File: config.mk
export PLATFORM = sky130hd
export DESIGN_NAME = sync_shift_port
export DESIGN_NICKNAME = d
export VERILOG_FILES = /design/src/rtl/sps_pkg.sv /design/src/rtl/sps_clkgen.sv /design/src/rtl/sps_sync_edge.sv /design/src/rtl/sps_rxbuf.sv /design/src/rtl/sync_shift_port.sv
export SDC_FILE = /design/constraint.sdc
export NUM_CORES = 1
export LEC_CHECK = 0
export BUFFER_PORTS_ARGS = -buffer_cell sky130_fd_sc_hd__buf_2
export CORE_ASPECT_RATIO = 1.25
export CORE_UTILIZATION = 25
export DETAILED_ROUTE_END_ITERATION = 10
export GPL_TIMING_DRIVEN = 0
export SYNTH_ARGS = -nofsm -noshare
export SYNTH_HDL_FRONTEND = slang
export SYNTH_SLANG_ARGS = --single-unit
File: constraint.sdc
create_clock -name clk -period 2.8 [get_ports clk]
set_input_delay 0.14 -clock clk [delete_from_list [all_inputs] [get_ports clk]]
set_output_delay 0.14 -clock clk [all_outputs]
set_load 0.1 [all_outputs]
File: src/rtl/sps_pkg.sv
package sps_pkg;

    typedef enum logic {
        SMP_RISE = 1'b0,
        SMP_FALL = 1'b1
    } smp_edge_e;

    // one-cycle serial clock events in the system clock domain
    typedef struct packed {
        logic smp;   // sample sdi
        logic drv;   // advance sdo
    } sps_evt_t;

endpackage

File: src/rtl/sps_clkgen.sv
module sps_clkgen
    import sps_pkg::*;
#(
    parameter int HALF_CYC = 4
) (
    input  logic     clk,
    input  logic     rst_n,
    input  logic     en,
    output logic     sclk_o,
    output sps_evt_t evt_o
);
    localparam int CW = $clog2(HALF_CYC + 1);
    localparam logic [CW-1:0] LAST = CW'(HALF_CYC - 1);

    typedef struct packed {
        logic [CW-1:0] cnt;
        logic          sclk;
    } st_t;

    st_t st_d, st_q;

    always_comb begin
        st_d  = st_q;
        evt_o = '0;
        if (en) begin
            if (st_q.cnt == LAST) begin
                st_d.cnt  = '0;
                st_d.sclk = ~st_q.sclk;
                evt_o.smp = ~st_q.sclk;
                evt_o.drv = st_q.sclk;
            end else begin
                st_d.cnt = st_q.cnt + 1'b1;
            end
        end else begin
            st_d.cnt  = '0;
            st_d.sclk = 1'b1;
        end
    end

    always_ff @(posedge clk or negedge rst_n) begin
        if (!rst_n) begin
            st_q.cnt  <= '0;
            st_q.sclk <= 1'b1;
        end else begin
            st_q <= st_d;
        end
    end

    assign sclk_o = st_q.sclk;

    AST_SCLK_PARKS_HIGH: assert property (@(posedge clk) disable iff (!rst_n)
        !en |=> sclk_o);

endmodule

File: src/rtl/sps_sync_edge.sv
module sps_sync_edge
    import sps_pkg::*;
#(
    parameter int STAGES = 2
) (
    input  logic      clk,
    input  logic      rst_n,
    input  logic      sclk_i,
    input  smp_edge_e edge_sel,
    output sps_evt_t  evt_o
);
    typedef struct packed {
        logic [STAGES:0] chain;  // [0] newest, [STAGES] previous settled value
        logic [STAGES:0] warm;   // suppresses edges until the chain holds real input
    } st_t;

    st_t  st_d, st_q;
    logic rise, fall;

    always_comb begin
        st_d.chain = {st_q.chain[STAGES-1:0], sclk_i};
        st_d.warm  = {st_q.warm[STAGES-1:0], 1'b1};
        rise = st_q.warm[STAGES] &  st_q.chain[STAGES-1] & ~st_q.chain[STAGES];
        fall = st_q.warm[STAGES] & ~st_q.chain[STAGES-1] &  st_q.chain[STAGES];
        evt_o.smp = (edge_sel == SMP_FALL) ? fall : rise;
        evt_o.drv = (edge_sel == SMP_FALL) ? rise : fall;
    end

    always_ff @(posedge clk or negedge rst_n) begin
        if (!rst_n) begin
            st_q <= '0;
        end else begin
            st_q <= st_d;
        end
    end

endmodule

File: src/rtl/sps_rxbuf.sv
module sps_rxbuf #(
    parameter int W = 8
) (
    input  logic         clk,
    input  logic         rst_n,
    input  logic         dbuf,
    input  logic         word_vld,
    input  logic [W-1:0] word,
    input  logic         rd,
    output logic [W-1:0] data,
    output logic         irq,
    output logic         ovr
);
    typedef struct packed {
        logic [W-1:0] vis;
        logic         full;
        logic [W-1:0] stg;
        logic         stg_full;
        logic         irq;
        logic         ovr;
    } st_t;

    st_t st_d, st_q;

    always_comb begin
        st_d     = st_q;
        st_d.irq = 1'b0;
        st_d.ovr = 1'b0;
        // host read first, so a staged word can take the freed slot
        if (rd && st_q.full) begin
            st_d.full = 1'b0;
            if (dbuf && st_q.stg_full) begin
                st_d.vis      = st_q.stg;
                st_d.full     = 1'b1;
                st_d.stg_full = 1'b0;
                st_d.irq      = 1'b1;
            end
        end
        if (word_vld) begin
            if (!st_d.full) begin
                st_d.vis  = word;
                st_d.full = 1'b1;
                st_d.irq  = 1'b1;
            end else if (dbuf && !st_d.stg_full) begin
                st_d.stg      = word;
                st_d.stg_full = 1'b1;
            end else begin
                st_d.ovr = 1'b1;
            end
        end
    end

    always_ff @(posedge clk or negedge rst_n) begin
        if (!rst_n) begin
            st_q <= '0;
        end else begin
            st_q <= st_d;
        end
    end

    assign data = st_q.vis;
    assign irq  = st_q.irq;
    assign ovr  = st_q.ovr;

    AST_READ_CLEARS: assert property (@(posedge clk) disable iff (!rst_n)
        rd && !st_q.stg_full && !word_vld |=> !st_q.full);
    AST_STAGE_BEHIND_VISIBLE: assert property (@(posedge clk) disable iff (!rst_n)
        dbuf && st_q.stg_full |-> st_q.full);
    AST_OVERRUN_KEEPS_WORD: assert property (@(posedge clk) disable iff (!rst_n)
        ovr |-> $stable(data));

endmodule

File: src/rtl/sync_shift_port.sv
module sync_shift_port
    import sps_pkg::*;
#(
    parameter int WORD_W      = 8,
    parameter int HALF_CYC    = 4,
    parameter int SYNC_STAGES = 2
) (
    input  logic              clk,
    input  logic              rst_n,
    input  logic              master_sel,
    input  logic              edge_sel,
    input  logic              dbuf_en,
    input  logic              sclk_in,
    input  logic              sdi,
    input  logic              wr_stb,
    input  logic [WORD_W-1:0] wr_data,
    input  logic              rd_stb,
    output logic              sdo,
    output logic              sclk_out,
    output logic [WORD_W-1:0] rx_data,
    output logic              irq_tx,
    output logic              irq_rx,
    output logic              ovr_err,
    output logic              und_err
);
    localparam int W   = WORD_W;
    localparam int BCW = $clog2(W);
    localparam logic [BCW-1:0] LAST_BIT = BCW'(W - 1);

    typedef struct packed {
        logic [W-1:0]   tx_sh;
        logic           tx_vld;
        logic           fresh;     // bit 0 already on sdo, skip next drive edge
        logic [W-1:0]   hold;
        logic           hold_full;
        logic [BCW-1:0] bit_cnt;
        logic           active;    // master clock running
        logic           pend_und;  // slave: word ended, next drive edge decides underrun
        logic [W-1:0]   rx_sh;
        logic           irq_tx;
        logic           und;
    } st_t;

    st_t      st_d, st_q;
    sps_evt_t m_evt, s_evt, evt;
    logic     eow;
    logic [W-1:0] rx_word;

    sps_clkgen #(.HALF_CYC(HALF_CYC)) u_clkgen (
        .clk    (clk),
        .rst_n  (rst_n),
        .en     (st_q.active),
        .sclk_o (sclk_out),
        .evt_o  (m_evt)
    );

    sps_sync_edge #(.STAGES(SYNC_STAGES)) u_sync (
        .clk      (clk),
        .rst_n    (rst_n),
        .sclk_i   (sclk_in),
        .edge_sel (smp_edge_e'(edge_sel)),
        .evt_o    (s_evt)
    );

    always_comb begin
        st_d        = st_q;
        st_d.irq_tx = 1'b0;
        st_d.und    = 1'b0;
        eow         = 1'b0;
        evt         = master_sel ? m_evt : s_evt;
        rx_word     = {sdi, st_q.rx_sh[W-1:1]};

        // sample edge: shift in, count bits
        if (evt.smp) begin
            st_d.rx_sh = rx_word;
            if (st_q.bit_cnt == LAST_BIT) begin
                st_d.bit_cnt = '0;
                eow          = 1'b1;
            end else begin
                st_d.bit_cnt = st_q.bit_cnt + 1'b1;
            end
        end

        // drive edge: underrun decision, then advance sdo
        if (evt.drv) begin
            if (st_q.pend_und) begin
                st_d.pend_und = 1'b0;
                st_d.und      = ~st_q.tx_vld;
            end
            if (st_q.fresh) begin
                st_d.fresh = 1'b0;
            end else if (st_q.tx_vld) begin
                st_d.tx_sh = st_q.tx_sh >> 1;
            end
        end

        if (eow) begin
            st_d.tx_vld   = 1'b0;
            st_d.irq_tx   = 1'b1;
            st_d.pend_und = ~master_sel;
        end

        // holding register feeds an empty shifter
        if (dbuf_en && st_q.hold_full && !st_d.tx_vld) begin
            st_d.tx_sh     = st_q.hold;
            st_d.tx_vld    = 1'b1;
            st_d.fresh     = 1'b1;
            st_d.hold_full = 1'b0;
            st_d.irq_tx    = 1'b1;
        end

        if (wr_stb) begin
            if (dbuf_en) begin
                if (!st_q.hold_full) begin
                    st_d.hold      = wr_data;
                    st_d.hold_full = 1'b1;
                end
            end else if (!st_q.tx_vld) begin
                st_d.tx_sh  = wr_data;
                st_d.tx_vld = 1'b1;
                st_d.fresh  = 1'b1;
            end
        end

        if (master_sel) begin
            st_d.active = st_q.active ? !(eow && !st_d.tx_vld) : st_d.tx_vld;
        end else begin
            st_d.active = 1'b0;
        end
    end

    always_ff @(posedge clk or negedge rst_n) begin
        if (!rst_n) begin
            st_q <= '0;
        end else begin
            st_q <= st_d;
        end
    end

    sps_rxbuf #(.W(W)) u_rxbuf (
        .clk      (clk),
        .rst_n    (rst_n),
        .dbuf     (dbuf_en),
        .word_vld (eow),
        .word     (rx_word),
        .rd       (rd_stb),
        .data     (rx_data),
        .irq      (irq_rx),
        .ovr      (ovr_err)
    );

    assign sdo     = st_q.tx_vld ? st_q.tx_sh[0] : 1'b1;
    assign irq_tx  = st_q.irq_tx;
    assign und_err = st_q.und;

    AST_MASTER_NO_UNDERRUN: assert property (@(posedge clk) disable iff (!rst_n)
        master_sel && $past(master_sel) |-> !und_err);
    AST_WORD_END_IRQ: assert property (@(posedge clk) disable iff (!rst_n)
        eow |=> irq_tx);
    AST_FULL_HOLD_IGNORES_WRITE: assert property (@(posedge clk) disable iff (!rst_n)
        dbuf_en && wr_stb && st_q.hold_full |=> st_q.hold == $past(st_q.hold));

endmodule

After elaboration in Yosys (flattened, before gate mapping)
Cells that the tools add are included.
Cells by class
  add/subtract/negate cells: 2
  eq/ne operators: 3
  muxes and demuxes: 43
  bitwise operators: 10
  reductions and logical operators: 13
Operators with widths (count)
  $mux W9: 7
  $mux W10: 3
  $mux W8: 3
  $mux W1: 20
  $mux W20: 1
  $mux W19: 1
  $mux W2: 5
  $add A3 B1 Y3 const B: 2
  $logic_and A1 B1 Y1: 6
  $mux W3: 2
  $not A1 Y1: 6
  $reduce_and A3 Y1: 2
  $and A1 B1 Y1: 4
  $logic_not A1 Y1: 4
  $mux W4: 1
  $eq A3 B2 Y1 const B: 1
  $eq A3 B3 Y1 const B: 1
  $ne A2 B1 Y1 const B: 1
  $reduce_bool A2 Y1: 1
Word-level totals
  register bits: 64
  output and inout bits: 14
  word-level logic and storage cells: 92

Logic depth before layout (Yosys ltp)
  word-level depth: 18
  depth in mapped cells: 8
  gate-level depth less buffers: 7

Hierarchy
A second synthesis with hierarchy kept.
Unflattened totals
  cells, all modules: 209
  area, all modules: 2815.2 um^2
Modules (own cells, without submodules)
  sync_shift_port: times used 1, cells an instance 110, area each 1412.6 um^2, seq. area each 825.8 um^2
  sps_rxbuf: times used 1, cells an instance 71, area each 1013.5 um^2, seq. area each 500.5 um^2
  sps_sync_edge: times used 1, cells an instance 13, area each 201.4 um^2, seq. area each 150.1 um^2
  sps_clkgen: times used 1, cells an instance 15, area each 187.7 um^2, seq. area each 101.3 um^2

Worst setup path after synthesis
OpenSTA, ideal clock, no wires.
  kind: flip-flop to flip-flop
  start: register u_clkgen.st_q, in the netlist u_clkgen.sclk_o
  end: register u_rxbuf.st_q, in the netlist u_rxbuf.data[0]
  setup time: 0.125 ns
  data arrival time: 1.908 ns
  path slack: 0.768 ns
  cell stages (with the launch flop): 6
  cell sequence: dfstp_2 -> nor2_2 -> a21oi_4 -> nand2b_1 -> buf_4 -> mux2_2
RTL lines
  start, declared: RTL line sps_clkgen.sv:20  | st_t st_d, st_q;
  start signal, assigned: RTL line sps_clkgen.sv:45  | st_q <= st_d;
  end signal, assigned: RTL line sps_rxbuf.sv:57  | st_q <= st_d;
  end, declared: RTL line sps_rxbuf.sv:23  | st_t st_d, st_q;

Worst setup path in the final report
  start: register st_q[12] (netlist name)
  end: register u_rxbuf.st_q[6] (netlist name)
On the way
  cells in the longest elaborated chain, start to end: 4
RTL lines
  start, declared: RTL line sync_shift_port.sv:44  | st_t st_d, st_q;
  start signal, assigned: RTL line sync_shift_port.sv:136  | st_q <= st_d;
  $eq A3 B3 Y1: RTL line sync_shift_port.sv:76  | if (st_q.bit_cnt == LAST_BIT) begin
  $mux W1: RTL line sync_shift_port.sv:76
  $mux W1: RTL line sync_shift_port.sv:74  | if (evt.smp) begin
  $reduce_and A3 Y1 (no line)
No other way between the ends.
A chain may end at the register's enable or synchronous reset.

==> impl_results.md <==
- Endpoint class of the critical path: register
- Number of nets in the synthesized netlist: around 250
- Worst max-slew margin expressed relative to the limit: between 40% and 50%
- Post-DP HPWL: between 3000 and 4000 um
- Depth of the CTS H-tree: 3
- Non-Filler Cell Area, Final: roughly 0.0035 mm^2
- Path category of the worst min-delay check: primary input to register
- Most frequent cells in the layout: sky130_fd_sc_hd__dfrtp_1 (62), sky130_fd_sc_hd__mux2_2 (39), sky130_fd_sc_hd__buf_2 (29)
- Setup repair after global routing missed its margin: false
- Post-detailed-route count of antenna-violating nets: 0
- Placement Cell Area: 0.00321 mm^2
- Number of buffers created by CTS: 9
- Multiplexer share of the synthesized area: between 15 and 20%
- Starting utilization of the core area: 25.9%
- Die boundary width: approximately 100 um
- Max incr delay on CP: 0.48 ns
- Simple-Gate Fraction of Synth Area: roughly 10%
- Post-CTS clock slew at the launch and capture registers of the worst setup and hold paths: 0.06 ns
- Setup fix buffers added after clock tree synthesis: 0
- Total wirelength of the detailed-routed design: 5610 um
- Synthesis-stage register bit count: 63
- Vias in the first global route: around 1900
- Critical path data required time: around 3.0 ns
- Area of the mapped netlist: between 0.002 and 0.003 mm^2
- Synthesized area per cell: roughly 13 um^2
- Share of flip-flops with an asynchronous set or reset after synthesis: 100%
- DRC Markers: 0
- Adder-cell share of the synthesized area: between 1 and 1.5%
- Transition time at the pin with the least slew margin: between 0.8 and 0.9 ns
- Peak clock frequency supported by timing: roughly 0.46 GHz
- Port Buffers: 28
- Summed negative setup slack over all endpoints: 0 ns
- Complex-gate fraction of the synthesized area: 13.4%
- Area overhead of the layout relative to synthesis: 22.1%
- Number of buffers on the longest clock path: 2
- Die area: between 0.01 and 0.015 mm^2
- Clock insertion delay at the later pin of the skew report: 0.33 ns
- Total routing resource utilization after global routing: between 10% and 20%
- Sequential-to-total area share from yosys stat: between 50 and 60%
- Post-Synthesis Cells: 231
- Final period demand of the worst path: about 2.2 ns
- Synth unique cells: 50
- Wire length of the first global-routing pass: ~9500 um
- Chip Height: roughly 120 um
- N_diodes: 0
- Area of the core region: roughly 0.011 mm^2
- Number of fillers in the final layout: roughly 1200
- Classification of the worst setup path: register to register
- GR Layer Usage met2: 16.8%
- Drt first-iter violations: 38
- Largest family of logic cells by synthesized area: multiplexers
- Worst vdd rail ir drop: between 300 and 400 uV
- Met1 demand-to-capacity share in global routing: 12.3%
- Vias/cell: ~4.5
- Highest fanout seen on the critical path: 10
- Global route hottest layer: met2
- Vias: 1870
- Met3 Track Usage GR: 3.64%
- Number of slew-limit violations in the final report: 0
- Most common library cell in the layout ignoring fill and taps: sky130_fd_sc_hd__dfrtp_1
- Floorplan row count: 43
- Final Setup Violations: 0
- Run status: finished clean
- # clock sinks: 63
- Nature of the critical path startpoint: register
- Cell repeated most along the worst path: sky130_fd_sc_hd__ha_1
- Yosys warns: 0
- Maximum number of pins on one net before global-route repair: 64
- Detailed-routing iteration count for the pre-antenna-repair pass: 6
- Number of hold violations in the final report: 0
- Max Cap Viol: 0
- # hold bufs at CTS: 2
- Fraction of layout cells with a size suffix above 1: 41.2%
- Dominant synthesized flop cell: sky130_fd_sc_hd__dfrtp_1
- Gpl congestion: between 0.7 and 0.8
- Root buffer selected by CTS: sky130_fd_sc_hd__clkbuf_16
- Standby leakage power: approximately 1.7 nW
- Cells along the critical path: ha_1, ha_1, o211a_4, a21oi_4, nor3_4, mux2_2
- TritonCTS clock tree: built
- Data arrival time of the critical path: between 2 and 2.5 ns
- Routed WL per cell: 13.6 um
- EDFF count, synth: 0
- Post-Synth XOR/XNOR Area: less than 1%
- Final worst clock skew: between 0.008 and 0.009 ns
- Sum of overflow across all layers after global routing: 0
- Resized Gates After CTS: 0
- Number of top-level design ports: 31
- Number of antenna violations at the first check in global routing: 0
- Cell with the largest stage delay on the worst path: sky130_fd_sc_hd__nor3_4
- Final worst path period share: a little under 80%
- Post-layout net count: approximately 290
- Power density over cell area: 757 mW/mm^2
## cell usage after synthesis (2+ instances only)
cell type                  instances  area share [%]
sky130_fd_sc_hd__nand2b_1          3            0.65
sky130_fd_sc_hd__nand3b_1          4             1.0
sky130_fd_sc_hd__buf_6             2            0.78
sky130_fd_sc_hd__o21ba_2           2            0.69
sky130_fd_sc_hd__nor2b_1           2            0.43
sky130_fd_sc_hd__a211oi_1          7             1.8
sky130_fd_sc_hd__nor2_1           11             1.4
sky130_fd_sc_hd__o22ai_1           7             1.5
sky130_fd_sc_hd__clkbuf_1          2            0.26
sky130_fd_sc_hd__buf_4             9             2.3
sky130_fd_sc_hd__inv_1             4            0.52
sky130_fd_sc_hd__ha_1              3             1.3
sky130_fd_sc_hd__nor2_2            2            0.43
sky130_fd_sc_hd__buf_2             2            0.35
sky130_fd_sc_hd__nor3b_1           3            0.78
sky130_fd_sc_hd__nand2_1          15             1.9
sky130_fd_sc_hd__a21oi_4           2             1.1
sky130_fd_sc_hd__mux2_2           39              15
sky130_fd_sc_hd__a31oi_1           2            0.43
sky130_fd_sc_hd__o21ai_0          10             1.7
sky130_fd_sc_hd__dfrtp_1          62              54
sky130_fd_sc_hd__a21oi_1          10             1.7
## cell type report
class | count | area [um^2] | share of cell area [%]
Clock inverter | 5 | 56.3 | 1.59
Inverter | 4 | 15.0 | 0.424
Multi-Input combinational cell | 149 | 1200 | 33.8
Sequential cell | 63 | 1580 | 44.6
Buffer | 15 | 108 | 3.04
Clock buffer | 11 | 253 | 7.15
Tap cell | 135 | 169 | 4.78
Timing Repair Buffer | 30 | 163 | 4.60
## layer usage
metal / wire length, um / vias up
li1: - / 906
met1: 2510 / 921
met2: 2730 / 37
met3: 278 / 6
met4: 93 / 0
met5: 0 / -
## path summary, 6_finish.rpt
check | to | startpoint | depth (start not counted) | slack, ns
max | u_rxbuf.st_q[6] | st_q[12] | 6 | 0.61
min reg2reg | u_sync.st_d[5] | u_sync.st_d[4] | 0 | 0.34
max reg2reg | u_rxbuf.st_q[6] | st_q[12] | 6 | 0.61
min | st_q[22] | wr_data[6] | 2 | 0.06
max in group asynchronous | u_rxbuf.st_q[3] | rst_n | 2 | 1.82
min in group asynchronous | st_q[20] | rst_n | 2 | 0.43
## cell families after synthesis
kind of cell	count (synthesis)
multiplexers	40
buffers and inverters	19
AO/OA/AOI/OAI	50
flip-flops	63
XOR/XNOR	2
AND/OR/NAND/NOR	53
other	1
adder cells (fa/ha/maj)	3
## where the power goes
part           internal, mW  total (mW)  switching [mW]
registers              1.06        1.15          0.0903
logic                 0.165       0.389           0.225
clock network         0.735        1.14           0.405
## state kept, by name, indices dropped and copies added (netlist names)
register / cells
irq_tx: 1
u_sync.st_q: 2
u_sync.st_d: 4
u_rxbuf.irq: 1
u_rxbuf.data: 8
u_rxbuf.ovr: 1
u_rxbuf.st_q: 10
st_q: 24
und_err: 1
rx_word: 7
u_clkgen.st_q: 3
u_clkgen.sclk_o: 1
## stage by stage
stage,util [%],power [mW],hold slack (ns),std cells,setup WS (ns)
6_report,31.6,2.68,0.0601,412,0.606
5_1_grt,31.6,2.82,0.0599,412,0.470
4_1_cts,31.6,2.70,0.0542,412,0.565
3_5_place_dp,28.7,1.56,0.266,394,0.580
3_3_place_gp,28.6,1.54,0.265,394,0.631
2_1_floorplan,-,1.45,-0.156,231,0.768
## worst max-delay path, delay by kind of cell, from the launching register on
kind | cells | cell delay [ns]
adders and majority gates | 2 | 0.48
muxes | 1 | 0.39
and+or+nand+nor | 1 | 0.48
DFF | 1 | 0.37
AOI/OAI and AO/OA | 2 | 0.35
Note: power is estimated with default switching activity, not from simulation.
